<file path="src/rtl/serdes_rst_seq_pkg.sv">
package serdes_rst_seq_pkg;

  typedef enum logic [2:0] {
    SEQ_CLKGEN_RST = 3'd0,
    SEQ_WAIT_LOCK  = 3'd1,
    SEQ_WAIT_CAL   = 3'd2,
    SEQ_LANE_HOLD  = 3'd3,
    SEQ_RUN        = 3'd4
  } seq_state_e;

  typedef struct packed {
    logic clkgen_rst;
    logic cal_rst;
    logic path_rst;
    logic lane_en;
    logic done;
  } seq_ctl_t;

  function automatic seq_ctl_t seq_decode(seq_state_e s);
    seq_ctl_t c;
    c.clkgen_rst = 1'b0;
    c.cal_rst    = 1'b1;
    c.path_rst   = 1'b1;
    c.lane_en    = 1'b0;
    c.done       = 1'b0;
    case (s)
      SEQ_CLKGEN_RST: c.clkgen_rst = 1'b1;
      SEQ_WAIT_LOCK:  ;
      SEQ_WAIT_CAL:   c.cal_rst = 1'b0;
      SEQ_LANE_HOLD: begin
        c.cal_rst  = 1'b0;
        c.path_rst = 1'b0;
      end
      SEQ_RUN: begin
        c.cal_rst  = 1'b0;
        c.path_rst = 1'b0;
        c.lane_en  = 1'b1;
        c.done     = 1'b1;
      end
      default: c.clkgen_rst = 1'b1;
    endcase
    return c;
  endfunction

endpackage

</file>
<file path="src/rtl/rst_seq_sync.sv">
module rst_seq_sync #(
  parameter int   WIDTH  = 1,
  parameter int   STAGES = 2,
  parameter logic INIT   = 1'b0
) (
  input  logic             clk,
  input  logic [WIDTH-1:0] d,
  output logic [WIDTH-1:0] q
);

  for (genvar i = 0; i < WIDTH; i++) begin : g_bit
    logic [STAGES-1:0] chain = {STAGES{INIT}};
    always_ff @(posedge clk) begin
      chain <= {chain[STAGES-2:0], d[i]};
    end
    assign q[i] = chain[STAGES-1];
  end

endmodule

</file>
<file path="src/rtl/rst_seq_dly_cnt.sv">
module rst_seq_dly_cnt #(
  parameter int LIMIT = 8
) (
  input  logic clk,
  input  logic run,
  output logic expired
);

  localparam int CW = $clog2(LIMIT + 1);

  logic [CW-1:0] cnt = '0;

  assign expired = (cnt == CW'(LIMIT - 1));

  always_ff @(posedge clk) begin
    if (!run)
      cnt <= '0;
    else if (!expired)
      cnt <= cnt + CW'(1);
  end

endmodule

</file>
<file path="src/rtl/rst_seq_fsm.sv">
module rst_seq_fsm
  import serdes_rst_seq_pkg::*;
(
  input  logic       clk,
  input  logic       rst_s,
  input  logic       lock_ok,
  input  logic       cal_ok,
  input  logic       hold_over,
  output seq_state_e state_q,
  output seq_state_e state_n
);

  seq_state_e nxt;
  seq_state_e cur = SEQ_CLKGEN_RST;

  always_comb begin
    nxt = cur;
    case (cur)
      SEQ_CLKGEN_RST: nxt = SEQ_WAIT_LOCK;
      SEQ_WAIT_LOCK:  if (lock_ok) nxt = SEQ_WAIT_CAL;
      SEQ_WAIT_CAL: begin
        if (!lock_ok)    nxt = SEQ_WAIT_LOCK;
        else if (cal_ok) nxt = SEQ_LANE_HOLD;
      end
      SEQ_LANE_HOLD: begin
        if (!lock_ok)       nxt = SEQ_WAIT_LOCK;
        else if (!cal_ok)   nxt = SEQ_WAIT_CAL;
        else if (hold_over) nxt = SEQ_RUN;
      end
      SEQ_RUN: begin
        if (!lock_ok)     nxt = SEQ_WAIT_LOCK;
        else if (!cal_ok) nxt = SEQ_WAIT_CAL;
      end
      default: nxt = SEQ_CLKGEN_RST;
    endcase
  end

  assign state_n = rst_s ? SEQ_CLKGEN_RST : nxt;
  assign state_q = cur;

  always_ff @(posedge clk) begin
    cur <= state_n;
  end

endmodule

</file>
<file path="src/rtl/serdes_rst_seq.sv">
module serdes_rst_seq
  import serdes_rst_seq_pkg::*;
#(
  parameter int N_LOCK      = 2,
  parameter int N_LANES     = 4,
  parameter int ENA_DLY     = 8,
  parameter int SYNC_STAGES = 2
) (
  input  logic               clk,
  input  logic               sys_rst,
  input  logic [N_LOCK-1:0]  lock_in,
  input  logic               cal_rdy_in,
  output logic               clkgen_rst,
  output logic               cal_rst,
  output logic               dly_rst,
  output logic [N_LANES-1:0] lane_rst,
  output logic [N_LANES-1:0] lane_en,
  output logic               seq_done
);

  logic              rst_s;
  logic [N_LOCK-1:0] lock_s;
  logic              lock_all_s;
  logic              rdy_s;
  logic              hold_over;
  seq_state_e        state_q;
  seq_state_e        state_n;
  seq_ctl_t          ctl_n;

  // Reset path starts asserted so the sequence is held from power-up.
  rst_seq_sync #(.WIDTH(1), .STAGES(SYNC_STAGES), .INIT(1'b1)) u_rst_sync (
    .clk (clk),
    .d   (sys_rst),
    .q   (rst_s)
  );

  rst_seq_sync #(.WIDTH(N_LOCK), .STAGES(SYNC_STAGES), .INIT(1'b0)) u_lock_sync (
    .clk (clk),
    .d   (lock_in),
    .q   (lock_s)
  );

  rst_seq_sync #(.WIDTH(1), .STAGES(SYNC_STAGES), .INIT(1'b0)) u_rdy_sync (
    .clk (clk),
    .d   (cal_rdy_in),
    .q   (rdy_s)
  );

  assign lock_all_s = &lock_s;

  rst_seq_dly_cnt #(.LIMIT(ENA_DLY)) u_dly_cnt (
    .clk     (clk),
    .run     (state_q == SEQ_LANE_HOLD),
    .expired (hold_over)
  );

  rst_seq_fsm u_fsm (
    .clk       (clk),
    .rst_s     (rst_s),
    .lock_ok   (lock_all_s),
    .cal_ok    (rdy_s),
    .hold_over (hold_over),
    .state_q   (state_q),
    .state_n   (state_n)
  );

  assign ctl_n = seq_decode(state_n);

  // Outputs registered from the next state so they switch with the state.
  logic clkgen_q = 1'b1;
  logic cal_q    = 1'b1;
  logic dly_q    = 1'b1;
  logic done_q   = 1'b0;

  always_ff @(posedge clk) begin
    clkgen_q <= ctl_n.clkgen_rst;
    cal_q    <= ctl_n.cal_rst;
    dly_q    <= ctl_n.path_rst;
    done_q   <= ctl_n.done;
  end

  assign clkgen_rst = clkgen_q;
  assign cal_rst    = cal_q;
  assign dly_rst    = dly_q;
  assign seq_done   = done_q;

  // One register pair per lane keeps the fanout local to each lane.
  for (genvar g = 0; g < N_LANES; g++) begin : g_lane
    logic rst_q = 1'b1;
    logic en_q  = 1'b0;
    always_ff @(posedge clk) begin
      rst_q <= ctl_n.path_rst;
      en_q  <= ctl_n.lane_en;
    end
    assign lane_rst[g] = rst_q;
    assign lane_en[g]  = en_q;
  end

endmodule

</file>
<file path="config.mk">
export PLATFORM = sky130hd
export DESIGN_NAME = serdes_rst_seq
export DESIGN_NICKNAME = d
export VERILOG_FILES = /design/src/rtl/serdes_rst_seq_pkg.sv /design/src/rtl/rst_seq_sync.sv /design/src/rtl/rst_seq_dly_cnt.sv /design/src/rtl/rst_seq_fsm.sv /design/src/rtl/serdes_rst_seq.sv
export SDC_FILE = /design/constraint.sdc
export NUM_CORES = 1
export LEC_CHECK = 0
export BUFFER_PORTS_ARGS = -buffer_cell sky130_fd_sc_hd__clkbuf_2
export CAP_MARGIN = 20
export CORE_MARGIN = 2
export CORE_UTILIZATION = 48
export CTS_CLUSTER_SIZE = 40
export DETAILED_ROUTE_END_ITERATION = 12
export PLACE_DENSITY = 0.73
export SYNTH_ARGS = -nofsm -noshare
export SYNTH_HDL_FRONTEND = slang
export SYNTH_SLANG_ARGS = --single-unit
</file>
<file path="constraint.sdc">
create_clock -name clk -period 1.75 [get_ports clk]
set_input_delay 0.35 -clock clk [delete_from_list [all_inputs] [get_ports clk]]
set_output_delay 0.35 -clock clk [all_outputs]
set_load 0.01 [all_outputs]
</file>
==> metrics <==
num rows 13; Gate Count Post-Synth 66; CP endpoint kind flop; FF+latch count, synth 19; pwr/cell area 909 nW/um2; dpl ws 0.199 ns; Setup CP Type flop to flop; Async SR Flop Fraction 0%; Die Ht 42.2 um; P_int 0.552 mW; Top FF cell, synth dfxtp_1; share of layout cells above drive strength 1 30.8%; Syn Nets 72; final hold violations 0; die width 42.2 um; total number of vias 472; Yosys top cell area share 54.2%; largest family of logic cells by synthesized area simple AND/OR/NAND/NOR gates; first-pass GRT wire length 1.61 mm; CP Data Required Time 1.92 ns; clock root cell clkbuf_4; CTS Buf Count 3; largest net degree at the start of global routing 11; fillers 128; I/O pin cnt 17; Max Slew Vio Count 0; startpoint types flop; DR iter-0 viols 9; Fmax achieved 635 MHz; GRT Total Usage 11.8%; Final min period 1.58 ns; Logic pwr share 4.9%; Initial Util 52.6%; CTS tree done; PortBufs 16; initial antenna violation count 0; Synth area leader dfxtp_1; H-tree depth 1; RSZ-0062 raised after global routing no; post-route ant nets 0; Tightest Pin Transition 0.377 ns; post-synthesis xor/xnor area fraction 1.25%; Area growth syn-to-layout 9.27%; hold_buf cts 0; net load switching power 0.145 mW; mux cell area share after synthesis 1.43%; Flop pwr share 65.6%; grt total ovfl 0; post-CTS sizing 0; Nets 85; vias in the first global route 418; vias per cell 5.08; DR pass1 iterations 4; post-synthesis adder-cell area fraction 1.78%; CTS clk-pin slew, worst paths 0.10 ns; Area contributors post-synth dfxtp_1, buf_4, nor2_1, a2111oi_4, nand3_1; Net Sw Frac 20.9%; most common cell in the synthesized netlist dfxtp_1; Post-CTS Setup Inserts 0; clk_lat worst skew 0.28 ns; final worst slack 0.174 ns; die area 1780 um2; Seq/Total Area, Yosys 54.2%; Routed WL 957 um; YS warnings 0; EDFF count, synth 0; mean post-synth cell area 10.6 um2; TNS Setup 0 ns; R2R depth 5; Yosys cell types 26; Worst Skew 0.00197 ns; fin cells 93; worst min path class input port to flop; outcome finished clean; hold depth 1; Post-DP HPWL 732 um; power share of the clock group 29.5%; Routed WL per cell 10.3 um; Synth Area in Simple Gates 16.4%; Final Cycle Share 90.0%; Post-synth top cells dfxtp_1, buf_4, nor2_1, nand2_1, nand3_1; diode count 0; crit path DAT 1.75 ns; P_leak 0.314 nW; Max clock buf depth 2; gpl congestion 0.815; overall power 0.697 mW; Compound-Gate Fraction of Synth Area 15.9%; Mapped Area 702 um2; core region area 1330 um2; Placed Cells 89; Max Cap Viol 0; setup violators final 0; Max-slew headroom 74.7%; CP max FO 6; WHS 0.160 ns; CTS Sinks 19; Max VDD drop 537 uV; Residual DRC 0
## sequential cells by signal, summed over array words and instances, names as in the netlist
signal                   flops
u_dly_cnt.cnt                4
u_lock_sync.g_bit.chain      4
u_fsm.state_q                3
u_rdy_sync.g_bit.chain       2
u_rst_sync.g_bit.chain       2
cal_rst                      1
clkgen_rst                   1
g_lane.rst_q                 1
seq_done                     1
## critical path, cell delays in order (launching register included)
cell,delay [ns]
dfxtp_1,0.34
ha_1,0.24
nand3b_1,0.24
o21ai_1,0.16
a2111oi_4,0.41
nor2_1,0.08
## cell type report
type	instances	area, um2	share of cell area, %
Sequential cell	19	380	49.6
Multi-Input combinational cell	38	258	33.6
Timing Repair Buffer	16	80.1	10.4
Tap cell	15	18.8	2.45
Clock buffer	4	26.3	3.43
Inverter	1	3.75	0.489
## metrics by stage
stage / area, um2 / utilization [%]
floorplan: 702 / -
global placement: 741 / 55.5
detailed placement: 741 / 55.5
CTS: 767 / 57.5
global route: 767 / 57.5
finish: 767 / 57.5
## power by group through the flow
stage	clock network [mW]	logic, mW	registers, mW
after floorplan	0	0.0244	0.467
after global placement	0	0.0335	0.467
after detailed placement	0	0.0344	0.468
after CTS	0.219	0.0345	0.457
after global routing	0.244	0.0380	0.460
final	0.206	0.0342	0.457
## layout by cell type, fill, tap and decap left out, types with 2 or more instances in the layout
master,count
nor3_1,2
nor2_1,8
a21oi_1,2
nand3_1,3
nand2_1,3
dfxtp_1,19
clkbuf_2,16
nand3b_1,2
nand2b_1,2
clkbuf_4,3
## kinds of logic (layout without fill, tap and decap cells)
| kind of cell | count (synthesis) | count (layout) |
|---|---|---|
| AND/OR/NAND/NOR | 22 | 22 |
| XOR/XNOR | 1 | 1 |
| AO/OA/AOI/OAI | 13 | 13 |
| buffers and inverters | 9 | 21 |
| adder cells (fa/ha/maj) | 1 | 1 |
| multiplexers | 1 | 1 |
| flip-flops | 19 | 19 |
## per-layer routing
metal,global-route usage (%),vias to the layer above,part of all wire [%]
met3,3.02,0,6.7
met5,0,-,0
met4,5.63,0,0
met1,13.6,211,45
li1,-,245,-
met2,20.0,16,48
## path summary, 6_finish.rpt
kind / from / end / slack, ns
max: u_dly_cnt.cnt[0]$_SDFFE_PN0N_ / cal_rst$_DFF_P_ / 0.17
min: lock_in[0] / u_lock_sync.g_bit[0].chain[0]$_DFF_P_ / 0.16
max reg2reg: u_dly_cnt.cnt[0]$_SDFFE_PN0N_ / cal_rst$_DFF_P_ / 0.17
min reg2reg: u_lock_sync.g_bit[0].chain[0]$_DFF_P_ / u_lock_sync.g_bit[0].chain[1]$_DFF_P_ / 0.34
Note: power is estimated with default switching activity, not from simulation.
